## config.mk

```make
export PLATFORM = sky130hd
export DESIGN_NAME = env_adsr
export DESIGN_NICKNAME = d
export VERILOG_FILES = /design/src/rtl/env_adsr.sv
export SDC_FILE = /design/constraint.sdc
export NUM_CORES = 1
export LEC_CHECK = 0
export BUFFER_PORTS_ARGS = -buffer_cell sky130_fd_sc_hd__buf_4
export CORE_MARGIN = 1
export CORE_UTILIZATION = 40
export DETAILED_ROUTE_END_ITERATION = 6
export SYNTH_ARGS = -nofsm -noshare
export SYNTH_HDL_FRONTEND = slang
export SYNTH_SLANG_ARGS = --single-unit
```

## constraint.sdc

```tcl
create_clock -name clk -period 9.8 [get_ports clk]
set_clock_uncertainty 0.2 [all_clocks]
set_input_delay 1.96 -clock clk [delete_from_list [all_inputs] [get_ports clk]]
set_output_delay 1.96 -clock clk [all_outputs]
set_load 0.01 [all_outputs]
```

## src/rtl/env_adsr.sv

```systemverilog
module env_adsr #(
  parameter int CTR_W  = 16,
  parameter int TREM_W = 5,
  localparam int ATT_W = (TREM_W > 9) ? TREM_W + 2 : 11
) (
  input  logic              clk,
  input  logic              rst_n,
  input  logic              key_a,
  input  logic              key_b,
  input  logic [3:0]        ar,
  input  logic [3:0]        dr,
  input  logic [3:0]        sl,
  input  logic [3:0]        rr,
  input  logic              sus_hold,
  input  logic              ksr_en,
  input  logic [3:0]        ksv,
  input  logic [1:0]        ksl_sel,
  input  logic [3:0]        fnum_hi,
  input  logic [2:0]        blk,
  input  logic [5:0]        tl,
  input  logic [TREM_W-1:0] trem,
  input  logic [CTR_W-1:0]  ctr,
  output logic [ATT_W-1:0]  att,
  output logic [2:0]        stage,
  output logic              ph_rst
);

  typedef enum logic [2:0] {
    ST_OFF = 3'd0, ST_ATK = 3'd1, ST_DEC = 3'd2, ST_SUS = 3'd3, ST_REL = 3'd4
  } st_t;

  localparam logic [8:0]       SILENT = 9'h1FF;
  localparam logic [CTR_W-1:0] ONE    = 1;

  st_t        st, st_n;
  logic [8:0] lvl, lvl_n;
  logic       key_held, key_now, kon, koff;

  assign key_now = key_a | key_b;
  assign kon     = key_now & ~key_held;
  assign koff    = ~key_now & key_held;
  assign ph_rst  = kon;
  assign stage   = st;

  function automatic logic [5:0] eff_rate(input logic [3:0] r, input logic ks, input logic [3:0] kv);
    logic [6:0] s;
    s = {1'b0, r, 2'b00} + {3'b000, (ks ? kv : {2'b00, kv[3:2]})};
    if (r == 4'd0) return 6'd0;
    return (s > 7'd60) ? 6'd60 : s[5:0];
  endfunction

  function automatic logic [3:0] step_inc(input logic [5:0] rate, input logic [CTR_W-1:0] c);
    logic [7:0]       pat;
    logic [3:0]       sh;
    logic [CTR_W-1:0] gate;
    logic [2:0]       pos;
    logic [1:0]       base;
    if (rate[5:2] == 4'd0) return 4'd0;
    if (rate[5:2] <= 4'd12) begin
      case (rate[1:0])
        2'd0:    pat = 8'hAA;
        2'd1:    pat = 8'hBA;
        2'd2:    pat = 8'hEE;
        default: pat = 8'hFE;
      endcase
      sh   = 4'd13 - rate[5:2];
      gate = (ONE << sh) - ONE;
      pos  = 3'(c >> sh);
      return ((c & gate) == '0) ? {3'b000, pat[pos]} : 4'd0;
    end
    case (rate[1:0])
      2'd0:    pat = 8'h00;
      2'd1:    pat = 8'h88;
      2'd2:    pat = 8'hAA;
      default: pat = 8'hEE;
    endcase
    pos  = c[2:0];
    base = 2'd1 + {1'b0, pat[pos]};
    return {2'b00, base} << (rate[5:2] - 4'd13);
  endfunction

  function automatic logic [6:0] ksl_base(input logic [3:0] f);
    case (f)
      4'd0: return 7'd0;   4'd1: return 7'd32;  4'd2: return 7'd40;  4'd3: return 7'd45;
      4'd4: return 7'd48;  4'd5: return 7'd51;  4'd6: return 7'd53;  4'd7: return 7'd55;
      4'd8: return 7'd56;  4'd9: return 7'd58;  4'd10: return 7'd59; 4'd11: return 7'd60;
      4'd12: return 7'd61; 4'd13: return 7'd62; 4'd14: return 7'd63; default: return 7'd64;
    endcase
  endfunction

  logic [5:0] cur_rate, atk_rate;
  logic [3:0] inc;

  always_comb begin
    case (st)
      ST_ATK:         cur_rate = eff_rate(ar, ksr_en, ksv);
      ST_DEC:         cur_rate = eff_rate(dr, ksr_en, ksv);
      ST_SUS, ST_REL: cur_rate = eff_rate(rr, ksr_en, ksv);
      default:        cur_rate = 6'd0;
    endcase
  end

  assign atk_rate = eff_rate(ar, ksr_en, ksv);
  assign inc      = step_inc(cur_rate, ctr);

  logic [12:0] atk_prod;
  logic [9:0]  atk_dec, add_lvl;
  logic [8:0]  atk_lvl, rel_lvl, sus_thr;

  assign atk_prod = ({4'b0000, lvl} + 13'd1) * {9'd0, inc};
  assign atk_dec  = 10'((atk_prod + 13'd7) >> 3);
  assign atk_lvl  = (atk_dec >= {1'b0, lvl}) ? 9'd0 : 9'({1'b0, lvl} - atk_dec);
  assign add_lvl  = {1'b0, lvl} + {6'd0, inc};
  assign rel_lvl  = (add_lvl > 10'h1FF) ? SILENT : add_lvl[8:0];
  assign sus_thr  = (sl == 4'hF) ? 9'd496 : {1'b0, sl, 4'b0000};

  always_comb begin
    st_n  = st;
    lvl_n = lvl;
    if (kon) begin
      if (atk_rate[5:2] == 4'hF) begin
        st_n  = ST_DEC;
        lvl_n = 9'd0;
      end else begin
        st_n = ST_ATK;
      end
    end else if (koff) begin
      st_n = ST_REL;
    end else begin
      case (st)
        ST_OFF: lvl_n = SILENT;
        ST_ATK: if (lvl == 9'd0) st_n = ST_DEC; else lvl_n = atk_lvl;
        ST_DEC: if (lvl >= sus_thr) st_n = ST_SUS; else lvl_n = add_lvl[8:0];
        ST_SUS, ST_REL:
          if (st == ST_REL || !sus_hold) begin
            if (lvl == SILENT) st_n = ST_OFF;
            else               lvl_n = rel_lvl;
          end
        default: st_n = ST_OFF;
      endcase
    end
  end

  always_ff @(posedge clk or negedge rst_n) begin
    if (!rst_n) begin
      st       <= ST_OFF;
      lvl      <= SILENT;
      key_held <= 1'b0;
    end else begin
      st       <= st_n;
      lvl      <= lvl_n;
      key_held <= key_now;
    end
  end

  logic [9:0] ksl_pos, ksl_neg;
  logic [7:0] ksl_raw, ksl_sc;

  assign ksl_pos = {1'b0, ksl_base(fnum_hi), 2'b00};
  assign ksl_neg = {1'b0, (4'd8 - {1'b0, blk}), 5'b00000};
  assign ksl_raw = (ksl_pos > ksl_neg) ? 8'(ksl_pos - ksl_neg) : 8'd0;

  always_comb begin
    case (ksl_sel)
      2'd0:    ksl_sc = 8'd0;
      2'd1:    ksl_sc = ksl_raw >> 1;
      2'd2:    ksl_sc = ksl_raw >> 2;
      default: ksl_sc = ksl_raw;
    endcase
  end

  assign att = ATT_W'(lvl) + ATT_W'({tl, 2'b00}) + ATT_W'(ksl_sc) + ATT_W'(trem);

endmodule

```

==> results_dict.tcl <==
set metrics [dict create \
    placedCellCount 1058 \
    yosys.area.top_type_share_pct 18.92 \
    syn_avg_cell_area_um2 7.900 \
    worst_slew_pin_slew_ps 801.5 \
    wl_mm 17.82 \
    crit_end "lvl[2]" \
    fin_ws_ps 399.1 \
    core-area_um2 14700 \
    rows 44 \
    synth_edf_count 0 \
    leakage_nw 3.581 \
    design_area_um2 7548 \
    critical_path.slowest_cell "fa_1" \
    io_buffers 76 \
    antenna_found_initial 0 \
    cp.arrival_ps 9340 \
    n_antenna_cell 0 \
    status "complete, but fails checks" \
    grt_pass1_vias 6341 \
    finalCritPeriodShare_pct 95.93 \
    cts.sinks 13 \
    yosys.area.top_type "ha_1" \
    die_x_um 125.3 \
    layout.cells.non_filler 1063 \
    vias_per_cell 5.821 \
    busiest_layer "met2" \
    hold_slack_ps 483.5 \
    cts_tree "yes" \
    syn-cell-area_um2 6083 \
    setup-tns-final_ps 0 \
    first_pass_iters 7 \
    post_dp_cell_area_um2 7343 \
    finalSetupViolations 0 \
    power_mw 2.184 \
    grt_pass1_wl_mm 30.17 \
    end_kind "register" \
    hold_depth 2 \
    synthArstFlopShare_pct 100.0 \
    use_met2_pct 40.85 \
    cp_common_cell "and2_4" \
    crit_path_start "ksr_en" \
    ir_drop_uv 181.5 \
    critPathKind "in -> reg" \
    numCtsBuffers 3 \
    path_buf_inv 7 \
    hpwl_mm 14.85 \
    reg2reg_depth 35 \
    cts_buffer_depth 2 \
    drv_slew 0 \
    cp_num_cells 43 \
    die_h_um 125.3 \
    hp-class "reg -> reg" \
    syn_inst 770 \
    r2r_setup_slack_ps 2020 \
    clk_latency_ps 250 \
    syn_nets 955 \
    ys_ff_latch 13 \
    yosysWarnings 0 \
    drc 4 \
    netlist_top_cells_area "ha_1 (19%), fa_1 (10%), inv_1 (4.9%)" \
    max_cap_violations 0 \
    vias 6188 \
    grt_max_degree 24 \
    drive_gt1_share_pct 27.19 \
    drt_iter0_markers 352 \
    r2r-start "stage[2]" \
    post-place-ws_ps -176.7 \
    ys.flop_type "dfstp_2" \
    initial_core_util_pct 41.39 \
    grt_remaining_overflow 0 \
    use_met3_pct 1.797 \
    finalHoldViolCount 0 \
    fmax_mhz 106.4 \
    clk_pin_slew_worst_paths_ps 50 \
    worstSetupStartpointType "input pin" \
    io_pins 77 \
    die_area_um2 15710 \
    cts_max_level 1 \
    syn_to_final_growth_pct 24.08 \
    relSlewSlack_pct 46.00 \
    use_met1_pct 30.62 \
    nets 1065 \
    track_usage_pct 22.87 \
    crit_fanout 9 \
    fill_cells 1401 \
    min_period_ps 9401 \
    gp_congestion 0.8916 \
    reg2reg_to "lvl[2]" \
    crit_required_ps 9740 \
    cts_hold_buf 0 \
    cpPeakStageDelay_ps 500 \
    cts_root_buffer "clkbuf_16" \
    cpLargestDelayFamily "compound AO/OA/AOI/OAI gates" \
    violations "design-rule violations" \
    finish.utilization_pct 51.35 \
    pwr_density_cell_nw_per_um2 289.3 \
    synth.distinct_cells 87 \
    detail-route-antenna-nets 0 \
    wl_per_cell_um 16.76 \
    synth-seq-area-share_pct 5.533 \
]
## power by group
part           switching [mW]  internal [mW]  total [mW]
Combinational            1.04          0.885        1.92
Clock                  0.0235         0.0550      0.0784
Sequential             0.0821         0.0981       0.180
Total                    1.15           1.04        2.18
## cell families after synthesis
family	Yosys count	share of synthesized area, %
AO/OA/AOI/OAI	216	24.99
multiplexers	30	6.314
AND/OR/NAND/NOR	231	19.89
XOR/XNOR	41	6.129
adder cells (fa/ha/maj)	123	29.12
buffers and inverters	116	8.021
flip-flops	13	5.533
## layer usage
| layer | up-vias | wire length, um | part of all wire, % |
|---|---|---|---|
| li1 | 3019 | - | - |
| met2 | 177 | 8759 | 49 |
| met3 | 22 | 743 | 4.2 |
| met5 | - | 0 | 0 |
| met1 | 2970 | 8112 | 46 |
| met4 | 0 | 199 | 1.1 |
## placed cells by master (no fill, tap or decap), types with 12 or more instances in the layout
cell     count
nor2_1      43
mux2_2      13
a21o_1      14
a21oi_1     46
nor2b_1     13
ha_1        82
nand3_1     15
nand4_1     13
xnor2_1     24
nor3_1      12
buf_4      137
fa_1        31
xor2_1      15
nand2_1     64
inv_1       77
o21ai_0     30
## synth_stat cells (14+ instances only)
cell type,number
ha_1,92
inv_1,80
nand2_1,64
a21oi_1,49
nor2_1,44
fa_1,31
o21ai_0,31
clkbuf_1,25
xnor2_1,24
nand3_1,18
xor2_1,16
a21o_1,14
## sequential cells by signal (all words and copies together) (netlist names)
| register | flops |
|---|---|
| stage | 3 |
| key_held | 1 |
| lvl | 9 |
## worst reg2reg max path, delay by kind of cell, from the launching register on
family | cells | cell delay [ps]
buffers and inverters | 5 | 750
adder cells (fa/ha/maj) | 4 | 1330
AND/OR/NAND/NOR | 14 | 2630
XOR/XNOR | 1 | 150
AO/OA/AOI/OAI | 11 | 2110
flip-flops | 1 | 490
## how the worst min path moves through the flow
stage | slack [ps] | end | from
after CTS | 480 | lvl[5] | lvl[5]
final | 480 | lvl[5] | lvl[5]
after floorplan | 370 | lvl[0] | lvl[0]
after global placement | 450 | lvl[5] | lvl[5]
after detailed placement | 440 | lvl[5] | lvl[5]
after global routing | 520 | lvl[5] | lvl[5]
## timing repair
item | CTS | global route
setup buffers | 0 | 1
resized for setup | 0 | 23
setup endpoints to repair | 0 | 9
## final cells by class
class | count | area, um2 | area share (%)
flip-flops and latches | 13 | 336.6 | 4.459
repair buffers | 140 | 1071 | 14.19
well taps | 184 | 230.2 | 3.050
clock buffers | 4 | 78.83 | 1.044
inverters | 81 | 314.1 | 4.160
multi-input cells | 641 | 5518 | 73.10
Power figures use the tool's default switching activity.
